--- src/rtl/bufwin_pkg.sv ---
package bufwin_pkg;

  // Pin level for a given window state and polarity selection.
  function automatic logic pin_level(input logic active, input logic pol);
    return pol ? active : ~active;
  endfunction

  // One-cycle pulse on a low-to-high transition of a level.
  function automatic logic is_rise(input logic now_lvl, input logic prev_lvl);
    return now_lvl & ~prev_lvl;
  endfunction

  // Countdown step: saturates at zero.
  function automatic logic [7:0] count_step(input logic [7:0] c);
    return (c == 8'd0) ? 8'd0 : c - 8'd1;
  endfunction

endpackage

--- src/rtl/bufwin_sync.sv ---
module bufwin_sync #(
  parameter int STAGES = 2
) (
  input  logic clk,
  input  logic rst_n,
  input  logic d,
  output logic q
);
  logic [STAGES-1:0] chain;

  generate
    if (STAGES == 1) begin : g_one
      always_ff @(posedge clk or negedge rst_n)
        if (!rst_n) chain <= '0;
        else        chain <= d;
    end else begin : g_many
      always_ff @(posedge clk or negedge rst_n)
        if (!rst_n) chain <= '0;
        else        chain <= {chain[STAGES-2:0], d};
    end
  endgenerate

  assign q = chain[STAGES-1];
endmodule

--- src/rtl/bufwin_edge.sv ---
module bufwin_edge (
  input  logic clk,
  input  logic rst_n,
  input  logic lvl,
  input  logic en,
  output logic lvl_q,
  output logic rise
);
  import bufwin_pkg::*;

  logic prev_q;

  assign lvl_q = lvl & en;

  always_ff @(posedge clk or negedge rst_n)
    if (!rst_n) prev_q <= 1'b0;
    else        prev_q <= lvl_q;

  assign rise = is_rise(lvl_q, prev_q);
endmodule

--- src/rtl/bufwin_core.sv ---
module bufwin_core #(
  parameter int CNT_W = 8
) (
  input  logic             clk,
  input  logic             rst_n,
  input  logic             start,
  input  logic             hold,
  input  logic [CNT_W-1:0] timeout,
  output logic             active,
  output logic [CNT_W-1:0] cnt
);
  import bufwin_pkg::*;

  logic             active_q;
  logic [CNT_W-1:0] cnt_q;
  logic             expired;

  assign expired = (cnt_q == '0);

  always_ff @(posedge clk or negedge rst_n) begin
    if (!rst_n) begin
      active_q <= 1'b0;
      cnt_q    <= '0;
    end else if (start) begin
      active_q <= 1'b1;
      cnt_q    <= timeout;
    end else if (active_q) begin
      if (hold) begin
        cnt_q <= timeout;
      end else if (expired) begin
        active_q <= 1'b0;
      end else begin
        cnt_q <= CNT_W'(count_step(8'(cnt_q)));
      end
    end
  end

  assign active = active_q;
  assign cnt    = cnt_q;
endmodule

--- src/rtl/bufwin_timer.sv ---
module bufwin_timer #(
  parameter int CNT_W       = 8,
  parameter int SYNC_STAGES = 2
) (
  input  logic             clk,
  input  logic             rst_n,
  input  logic             trig_in,
  input  logic             trig_en,
  input  logic             sw_start,
  input  logic [CNT_W-1:0] timeout,
  input  logic             pin_pol,
  output logic             buf_active,
  output logic             buf_pin
);
  import bufwin_pkg::*;

  // Named internal events, used by the bound checker.
  logic             trig_s;
  logic             trig_q;
  logic             rise_w;
  logic             start_w;
  logic [CNT_W-1:0] cnt_w;

  bufwin_sync #(.STAGES(SYNC_STAGES)) u_sync (
    .clk(clk), .rst_n(rst_n), .d(trig_in), .q(trig_s)
  );

  bufwin_edge u_edge (
    .clk(clk), .rst_n(rst_n), .lvl(trig_s), .en(trig_en),
    .lvl_q(trig_q), .rise(rise_w)
  );

  assign start_w = rise_w | sw_start;

  bufwin_core #(.CNT_W(CNT_W)) u_core (
    .clk(clk), .rst_n(rst_n), .start(start_w), .hold(trig_q),
    .timeout(timeout), .active(buf_active), .cnt(cnt_w)
  );

  assign buf_pin = pin_level(buf_active, pin_pol);
endmodule

--- config.mk ---
export PLATFORM = sky130hd
export DESIGN_NAME = bufwin_timer
export DESIGN_NICKNAME = d
export VERILOG_FILES = /design/src/rtl/bufwin_pkg.sv /design/src/rtl/bufwin_sync.sv /design/src/rtl/bufwin_edge.sv /design/src/rtl/bufwin_core.sv /design/src/rtl/bufwin_timer.sv
export SDC_FILE = /design/constraint.sdc
export NUM_CORES = 1
export LEC_CHECK = 0
export ABC_AREA = 1
export CAP_MARGIN = 20
export CORE_MARGIN = 2
export CORE_UTILIZATION = 40
export DETAILED_ROUTE_END_ITERATION = 16
export GPL_ROUTABILITY_DRIVEN = 0
export HOLD_SLACK_MARGIN = 0.1
export PLACE_DENSITY = 0.68
export RECOVER_POWER = 50
export SYNTH_ARGS = -nofsm -noshare
export SYNTH_HDL_FRONTEND = slang
export SYNTH_SLANG_ARGS = --single-unit
--- constraint.sdc ---
create_clock -name clk -period 1.3 [get_ports clk]
set_input_delay 0.195 -clock clk [delete_from_list [all_inputs] [get_ports clk]]
set_output_delay 0.195 -clock clk [all_outputs]
set_load 0.01 [all_outputs]
==> run metrics, run 1 <==
critical-path maximum fanout=7; Reg2Reg Depth=9; worst vdd ir=between 0.5 and 0.6 mV; Die Ht=47.2 um; DR WL/cell=approximately 12 um; initial antenna violation count=0; unrepaired setup endpoints after global routing=true; fin worst setup slack=-0.0186 ns; GRT Total Usage=0.192; LEAKAGE=0.513 nW; worst skew pair latency=0.28 ns; period utilization=1.01; Mean Syn Cell Area=7.85 um^2; DRC viols=0; Routed Wire Length=between 1.5 and 2 mm; I/O pins=16; Root Driver=clkbuf_4; filler cell count in the final layout=151; sw power=0.337 mW; clock power share=0.285; Core Box Area=0.00175 mm^2; final hold vios=0; Worst-path clk slew=0.08 ns; Yosys reg bits=12; worst rel slew slack=0.556; ANT nets after route=0; DR iter-0 viols=11; maximum root-to-sink buffer count=2; Combinational Power Share=0.311; hold slack=0.346 ns; GR Overflow Total=0; pin count of the biggest net entering global routing=13; fmax=roughly 760 MHz; Worst Hold Class=in2reg; worst reg2reg startpoint=u_core.cnt[0]; max cap viols=0; Sw Ratio=0.313; Syn Inst Count=95; Synth top area share=0.403; DP Wirelength=~1.2 mm; Synth area leader=dfrtp_1; Seq pwr share=0.404; via-per-instance ratio=4.81; Initial Util=0.427; most frequent cells in the layout=19 x nand2_1, 12 x clkdlybuf4s50_1, 12 x dfrtp_1; worst slew pin tran=0.666 ns; final count of negative-setup-slack endpoints=7; Cell Area, Synth=746 um^2; Setup Skew=0.00130 ns; ant diodes=0; vias in the first global route=634; Worst Path Arrival=1.50 ns; Port Buffers=15; Final Non-Filler Cells=150; Rows=15; clock sink count=12; Hold EP=u_sync.chain[0]; total die area=0.00223 mm^2; CTS tree=done; Setup Crit Path Kind=reg2reg; Design Power=between 1 and 1.5 mW; run status=finished with violations; die width=roughly 47 um; Post-Syn Nets=~110; sequential share of the synthesized area=0.403; Setup crit end kind=flip-flop; TritonCTS buffer count=3; layout cell share with drive strength beyond 1=0.408; cell-internal power=0.740 mW; H-tree depth=1; Unique masters post-synth=19; final layout net count=142; pwr dens=around 950 mW/mm^2; Slew Viols, Final=0; DR vias=722; Area Growth Syn to Fin=51.3%; placed cells=143; CP Data Required Time=1.48 ns; first-pass GRT wire length=approximately 2.9 mm; most common cell after layout, fill and taps aside=nand2_1; reg2reg end=u_core.cnt[4]; Synthesis Warnings=0; Hold-fix buffers, CTS=0; Hold Startpoint=trig_in; Synth area leaders=dfrtp_1 40%, nand3_1 11%, nand2_1 11%, inv_1 4.0%, o21ai_2 3.5%; final worst path period need=1.32 ns; WHS Path Cells=1; DRT Pass-1 Iters=4; Worst R2R Setup Slack=-0.02 ns; violated checks=setup timing; startpoint types=flip-flop
-- through the flow --
step	cell area, um^2	util	setup WS [ns]	TNS, ns
6_report	1130	0.647	-0.0186	-0.0826
5_1_grt	1130	0.647	-0.0933	-0.659
4_1_cts	1090	0.626	-0.0212	-0.0365
3_5_place_dp	983	0.563	-0.268	-1.39
3_3_place_gp	983	0.563	-0.219	-1.18
2_1_floorplan	746	-	-0.00135	-0.00405
-- power groups by stage --
stage / clock network, mW / logic (mW) / registers, mW
after global placement: 0 / 0.272 / 0.439
after detailed placement: 0 / 0.277 / 0.441
after CTS: 0.313 / 0.314 / 0.434
after global routing: 0.332 / 0.366 / 0.441
final: 0.307 / 0.335 / 0.435
after floorplan: 0 / 0.157 / 0.438
-- cell families after synthesis --
group	after synthesis	share of synthesized area
AOI/OAI and AO/OA	10	0.0822
xor gates and xnor gates	2	0.0235
adders and majority gates	2	0.0336
buffers and inverters	12	0.0705
DFF	12	0.403
and+or+nand+nor	57	0.388
-- sequential cells by signal, summed over array words and instances, names as in the netlist --
| register | count |
|---|---|
| u_sync.chain | 2 |
| u_core.cnt | 8 |
| u_edge.prev_q | 1 |
| u_core.active | 1 |
-- routing by layer --
layer | routed length, um | global-route usage | share of wire | up-vias
li1 | - | - | - | 366
met1 | 753 | 0.238 | 0.42 | 337
met2 | 946 | 0.310 | 0.53 | 14
met3 | 44 | 0.0346 | 0.025 | 5
met4 | 44 | 0.117 | 0.025 | 0
met5 | 0 | 0 | 0 | -
-- cell type report --
cell class | instances | area, um^2 | share of cell area
clock buffers | 4 | 36.3 | 0.0322
inverters | 11 | 41.3 | 0.0366
flip-flops and latches | 12 | 300 | 0.266
repair buffers | 26 | 228 | 0.202
multi-input cells | 72 | 492 | 0.436
well taps | 25 | 31.3 | 0.0277
-- critical path, cell delays in order (launching register included) --
cell	delay (ns)
dfrtp_1	0.40
inv_2	0.08
ha_4	0.14
nand3_2	0.07
nor2_2	0.10
nand2_2	0.07
nand2_4	0.13
nand2_8	0.10
nand2_1	0.08
o21ai_1	0.05
-- timing repair --
action	in CTS	in global routing
pin swaps	5	7
cloned	1	0
endpoints found under the setup margin	10	10
resized for setup	15	12
buffers inserted	2	0
-- how the worst max path moves through the flow --
stage / from / endpoint / slack (ns) / cells after the start
floorplan: u_core.cnt[0] / u_core.cnt[3] / -0.001 / 10
global placement: pin_pol / buf_pin / -0.22 / 3
detailed placement: pin_pol / buf_pin / -0.27 / 3
CTS: u_core.cnt[1] / u_core.cnt[2] / -0.02 / 9
global route: u_core.cnt[0] / u_core.cnt[5] / -0.09 / 9
finish: u_core.cnt[0] / u_core.cnt[4] / -0.02 / 9
-- synth_stat cells (all sizes together) --
library cell	number
inv	11
xnor2	2
a21oi	1
dfrtp	12
buf	1
ha	2
o21ai	9
nand3	18
nand2	26
or2	4
nor2	9
(Power assumes the default switching activity.)
==> run 2: changes to the inputs <==
- MAX_ROUTING_LAYER: unset -> met4
- SKIP_CTS_REPAIR_TIMING: unset -> 1
==> run metrics, run 2 (synthesis gave the netlist of run 1 again) <==
run status=finished with violations; violated checks=setup timing; final hold vios=0 (unchanged); DRC viols=0 (unchanged); first-pass GRT wire length=2.58 mm (-9.7%); worst skew pair latency=0.29 ns (about the same); LEAKAGE=0.527 nW (+2.8%); CTS tree=done; Reg2Reg Depth=9 (unchanged); most common cell after layout, fill and taps aside=nand2_1; GRT met3 Usage=0.0346 (unchanged); total die area=0.00223 mm^2 (unchanged); Worst Path Arrival=1.53 ns (+0.03 ns); H-tree depth=1 (unchanged); critical-path maximum fanout=6 (-1); DR vias=721 (-0.14%); Worst-path clk slew=0.08 ns (about the same); via-per-instance ratio=4.81 (-0.14%); Slew Viols, Final=0 (unchanged); most frequent cells in the layout=18 x nand2_1, 12 x nand3_1, 12 x clkdlybuf4s50_1, 12 x dfrtp_1, 9 x buf_4; Die Ht=47.2 um (unchanged); CP Cell Sequence=inv_2 > ha_4 > nand3_2 > nor2_2 > nand2_2 > nand2_4 > nand2_4 > nand3_2 > nand2_1; Routed Wire Length=1.82 mm (+2.0%); worst vdd ir=0.622 mV (+6.1%); ant diodes=0 (unchanged); Rows=15 (unchanged); die width=47.2 um (unchanged); max reg flops=8 (unchanged); GRT Total Usage=0.180 (-0.0125); busiest grt layer=met2; fmax=743 MHz (-2.0%); sw power=0.331 mW (-1.8%); Slowest-stage cell, CP=dfrtp_1; Sw Ratio=0.311 (-0.00244); GR Overflow Total=0 (unchanged); CP Data Required Time=1.49 ns (about the same); crit path from=u_core.cnt[0]; final layout net count=142 (unchanged); final worst path period need=1.35 ns (+0.0275 ns); worst slew pin tran=0.686 ns (+0.0201 ns); CP endpoint=u_core.cnt[7]; pwr dens=955 mW/mm^2 (about the same); Area Growth Syn to Fin=49.8%; cell-internal power=0.735 mW (-0.65%); startpoint types=flip-flop; Setup Crit Path Kind=reg2reg; max cap viols=0 (unchanged); clock power share=0.294 (+0.009); clock sink count=12 (unchanged); Place WS=-0.268 ns (unchanged); fin util=0.640 (-0.00645); TritonCTS buffer count=3 (unchanged); DP Wirelength=1.17 mm (unchanged); Worst Hold Class=in2reg; vias in the first global route=584 (-7.9%); DR WL/cell=12.2 um (+2.0%); Worst R2R Setup Slack=-0.05 ns (-0.03 ns); ANT nets after route=0 (unchanged); period utilization=1.04 (+0.0212); pin count of the biggest net entering global routing=14 (+1); fin worst setup slack=-0.0462 ns (-0.0275 ns); initial antenna violation count=0 (unchanged); worst rel slew slack=0.543 (-0.0134); Core Box Area=0.00175 mm^2 (unchanged); Root Driver=clkbuf_4; I/O pins=16 (unchanged); DR iter-0 viols=10 (-1); Port Buffers=15 (unchanged); met1 usage=0.221 (-0.0165); Setup crit end kind=flip-flop; layout cell share with drive strength beyond 1=0.392 (-0.0160); Seq pwr share=0.408 (+0.004); DRT Pass-1 Iters=4 (unchanged); maximum root-to-sink buffer count=2 (unchanged); worst reg2reg startpoint=u_core.cnt[0]; Setup Skew=0.000521 ns (-0.000779 ns); final count of negative-setup-slack endpoints=8 (+1); reg2reg end=u_core.cnt[7]; Combinational Power Share=0.298 (-0.013); Initial Util=0.427 (unchanged); GR Util met2=0.266 (-0.0438); unrepaired setup endpoints after global routing=true; Crit path largest cell delay=0.39 ns (about the same)
## run 2: final cells by class
type                       instances  area, um^2
clock buffer                       4        36.3
tap                               25        31.3
fill                             152         628
sequential                        12         300
inverter                          11        41.3
timing repair buffer              26         230
multi-input combinational         72         478
## run 2: how the worst min path moves through the flow
| stage | start | end | cells after the start |
|---|---|---|---|
| after detailed placement | u_sync.chain[0] | u_sync.chain[1] | 0 |
| after floorplan | rst_n | u_core.active | 0 |
| after CTS | rst_n | u_core.cnt[7] | 2 |
| final | trig_in | u_sync.chain[0] | 1 |
| after global routing | trig_in | u_sync.chain[0] | 1 |
| after global placement | u_sync.chain[0] | u_sync.chain[1] | 0 |
## run 2: per-stage QoR
stage          setup TNS, ns  instance area (um^2)  total power [mW]  hold slack (ns)  cells
2_1_floorplan       -0.00405                   746             0.596           -0.101     95
3_3_place_gp           -1.18                   983             0.712            0.336    143
3_5_place_dp           -1.39                   983             0.718            0.345    143
4_1_cts               -0.766                  1020              1.03            0.215    147
5_1_grt               -0.915                  1120              1.12            0.353    150
6_report              -0.211                  1120              1.07            0.339    150
## run 2: power groups by stage
stage	Combinational [mW]	Sequential [mW]	Clock [mW]
global route	0.352	0.440	0.332
floorplan	0.157	0.438	0
global placement	0.272	0.439	0
CTS	0.279	0.434	0.313
finish	0.318	0.435	0.314
detailed placement	0.277	0.441	0
## run 2: per-layer routing
| layer | share of wire | up-vias | wire length (um) |
|---|---|---|---|
| li1 | - | 367 | - |
| met1 | 0.46 | 337 | 842 |
| met2 | 0.49 | 12 | 888 |
| met3 | 0.025 | 5 | 46 |
| met4 | 0.024 | 0 | 44 |
| met5 | 0 | - | 0 |
## run 2: worst max-delay path, delay by kind of cell (launching register included)
kind / cells / cell delay (ns)
flops: 1 / 0.39
simple gates: 7 / 0.62
fa+ha+maj: 1 / 0.13
buf+inv: 1 / 0.09
==> run 3: changes to the inputs <==
--- a/config.mk
+++ b/config.mk
@@ -6,5 +6,4 @@
 export NUM_CORES = 1
 export LEC_CHECK = 0
-export ABC_AREA = 1
 export CAP_MARGIN = 20
 export CORE_MARGIN = 2
@@ -16,4 +15,5 @@
 export PLACE_DENSITY = 0.68
 export RECOVER_POWER = 50
+export SETUP_SLACK_MARGIN = 0.2
 export SKIP_CTS_REPAIR_TIMING = 1
 export SYNTH_ARGS = -nofsm -noshare
==> constraint.sdc (replaced) <==
create_clock -name clk -period 1.3 [get_ports clk]
set_input_delay 0.325 -clock clk [delete_from_list [all_inputs] [get_ports clk]]
set_output_delay 0.325 -clock clk [all_outputs]
set_load 0.01 [all_outputs]
==> run metrics, run 3 <==
Post-Syn Nets=91 (-18%); Synth top area share=0.419 (+0.0162); area used by multi-input combinational logic=415 um^2 (-13%); Synth top cells by count=12 x dfrtp_1, 9 x nor2_1, 5 x a21oi_1, 5 x inv_1, 5 x o21ai_0; TritonCTS buffer count=3 (unchanged); worst vdd ir=0.562 mV (-9.6%); Synth area leader=dfrtp_1; WHS Path Cells=0 (-1); worst slew pin tran=0.687 ns (+0.00176 ns); Port Buffers=15 (unchanged); Yosys reg bits=12 (unchanged); period utilization=1.13 (+0.0942); top routing layer used=met4; DR vias=712 (-1.2%); layout cell share with drive strength beyond 1=0.376 (-0.0159); DRC viols=0 (unchanged); initial antenna violation count=0 (unchanged); Worst R2R Setup Slack=-0.17 ns (-0.12 ns); first-pass GRT wire length=2.68 mm (+3.8%); Area Growth Syn to Fin=58.3%; Slew Viols, Final=0 (unchanged); via-per-instance ratio=5.01 (+4.3%); violated checks=setup timing; Sw Ratio=0.300 (-0.0105); max cap viols=0 (unchanged); wire length on met2=815 um (-8.2%); die width=46.3 um (-1.8%); run status=finished with violations; final hold vios=0 (unchanged); Mean Syn Cell Area=9.56 um^2 (+22%); Worst Path Arrival=1.64 ns (+0.11 ns); Combinational Power Share=0.309 (+0.011); worst skew pair latency=0.28 ns (about the same); sw power=0.296 mW (-11%); Synth area leaders=dfrtp_1 42%, nor2_1 4.7%, a21oi_1 3.5%, ha_1 3.5%, o21ai_0 3.5%; fin worst setup slack=-0.169 ns (-0.122 ns); pwr dens=868 mW/mm^2 (-9.0%); maximum root-to-sink buffer count=2 (unchanged); CP Data Required Time=1.47 ns (-0.02 ns); Setup Crit Path Kind=reg2reg; Hold Startpoint=u_sync.chain[0]; most common cell in the synthesized netlist=dfrtp_1; LEAKAGE=0.510 nW (-3.1%); vias in the first global route=633 (+8.4%); clock sink count=12 (unchanged); final count of negative-setup-slack endpoints=10 (+2); Rows=15 (unchanged); DP Wirelength=1.30 mm (+11%); cell-internal power=0.690 mW (-6.2%); reg2reg end=u_core.cnt[2]; CTS tree=done; most common cell after layout, fill and taps aside=buf_4; ANT nets after route=0 (unchanged); Unique masters post-synth=32 (+13); Place WS=-0.496 ns (-0.228 ns); Hold EP=u_sync.chain[1]; most frequent cells in the layout=22 x buf_4, 12 x dfrtp_1, 10 x clkdlybuf4s50_1; ant diodes=0 (unchanged); startpoint types=flip-flop; Seq pwr share=0.450 (+0.042); Design Power=0.986 mW (-7.6%); Setup Skew=0.000424 ns (-0.0000976 ns); total die area=0.00215 mm^2 (-3.5%); Root Driver=clkbuf_4; critical-path maximum fanout=7 (+1); clock power share=0.241 (-0.053); sequential share of the synthesized area=0.419 (+0.0162); worst reg2reg startpoint=u_core.cnt[0]; worst rel slew slack=0.542 (-0.00117); GRT Total Usage=0.186 (+0.00616); DRT Pass-1 Iters=4 (unchanged); Synth Flop Type=dfrtp_1; H-tree depth=1 (unchanged); Die Ht=46.3 um (-1.8%); filler cell count in the final layout=151 (-0.66%); CP Cell Sequence=inv_2 > ha_4 > nor4b_4 > nand2_2 > o21bai_4 > inv_4 > a21oi_2 > a21oi_1; GR Overflow Total=0 (unchanged); Slowest-stage cell, CP=dfrtp_1; fmax=681 MHz (-8.3%); Routed Wire Length=1.72 mm (-5.7%); met3 wire length=75 um (+63%); Cell Area, Synth=717 um^2 (-3.9%); Syn Inst Count=75 (-21%); Core Box Area=0.00171 mm^2 (-2.2%); Reg2Reg Depth=8 (-1); Post-synth ARST share=1.00 (unchanged); Setup crit end kind=flip-flop; DR iter-0 viols=18 (+8); final layout net count=135 (-4.9%); sequential standard cell area=300 um^2 (unchanged); final worst path period need=1.47 ns (+0.122 ns); max reg flops=8 (unchanged); Crit path largest cell delay=0.39 ns (about the same); pin count of the biggest net entering global routing=15 (+1); Synthesis Warnings=0 (unchanged); fin util=0.664 (+0.0243); Post-synth EDFFs=0 (unchanged); I/O pins=16 (unchanged); met1 wire length=808 um (-4.0%); Initial Util=0.420 (-0.00746); Worst Hold Class=reg2reg; unrepaired setup endpoints after global routing=true; DR WL/cell=12.1 um (-0.39%); Worst-path clk slew=0.07 ns (about the same)
run 3: cell type report:
cell class                 instances  area share
multi-input combinational         56       0.366
inverter                           6      0.0221
sequential                        12       0.265
tap                               25      0.0276
clock buffer                       3      0.0198
timing repair buffer              40       0.300
run 3: cell families after synthesis:
logic type,after synthesis,share of synthesized area
flops,12,0.419
simple gates,23,0.199
compound gates,30,0.293
buf+inv,7,0.0419
xor+xnor,1,0.0122
fa+ha+maj,2,0.0349
run 3: worst max path at each step:
stage | from | to | slack (ns)
floorplan | u_core.cnt[1] | u_core.cnt[2] | -0.12
global placement | pin_pol | buf_pin | -0.48
detailed placement | pin_pol | buf_pin | -0.50
CTS | pin_pol | buf_pin | -0.50
global route | u_core.cnt[0] | u_core.cnt[1] | -0.25
finish | u_core.cnt[0] | u_core.cnt[2] | -0.17
run 3: worst max-delay path: cells and delay by family, from the launching register on:
family	cells	cell delay, ns
adder cells (fa/ha/maj)	1	0.13
flip-flops	1	0.39
buffers and inverters	2	0.16
AO/OA/AOI/OAI	3	0.32
AND/OR/NAND/NOR	2	0.35
run 3: per-layer routing:
| metal | track usage | vias to the layer above |
|---|---|---|
| met4 | 0.0686 | 0 |
| met2 | 0.278 | 18 |
| li1 | - | 362 |
| met3 | 0.0588 | 2 |
| met1 | 0.234 | 330 |
| met5 | - | - |
run 3: power by group through the flow:
stage / clock network, mW / logic, mW / registers [mW]
floorplan: 0 / 0.120 / 0.453
global placement: 0 / 0.284 / 0.448
detailed placement: 0 / 0.290 / 0.450
CTS: 0.241 / 0.293 / 0.442
global route: 0.259 / 0.334 / 0.448
finish: 0.237 / 0.305 / 0.444
run 3: metrics by stage:
| step | instances | hold slack, ns | instance area, um^2 | TNS [ns] |
|---|---|---|---|---|
| 5_1_grt | 142 | 0.377 | 1130 | -1.92 |
| 3_3_place_gp | 137 | 0.331 | 1070 | -4.24 |
| 4_1_cts | 140 | 0.353 | 1090 | -2.39 |
| 6_report | 142 | 0.353 | 1130 | -1.26 |
| 3_5_place_dp | 137 | 0.338 | 1070 | -4.45 |
| 2_1_floorplan | 75 | 0.0294 | 717 | -0.389 |
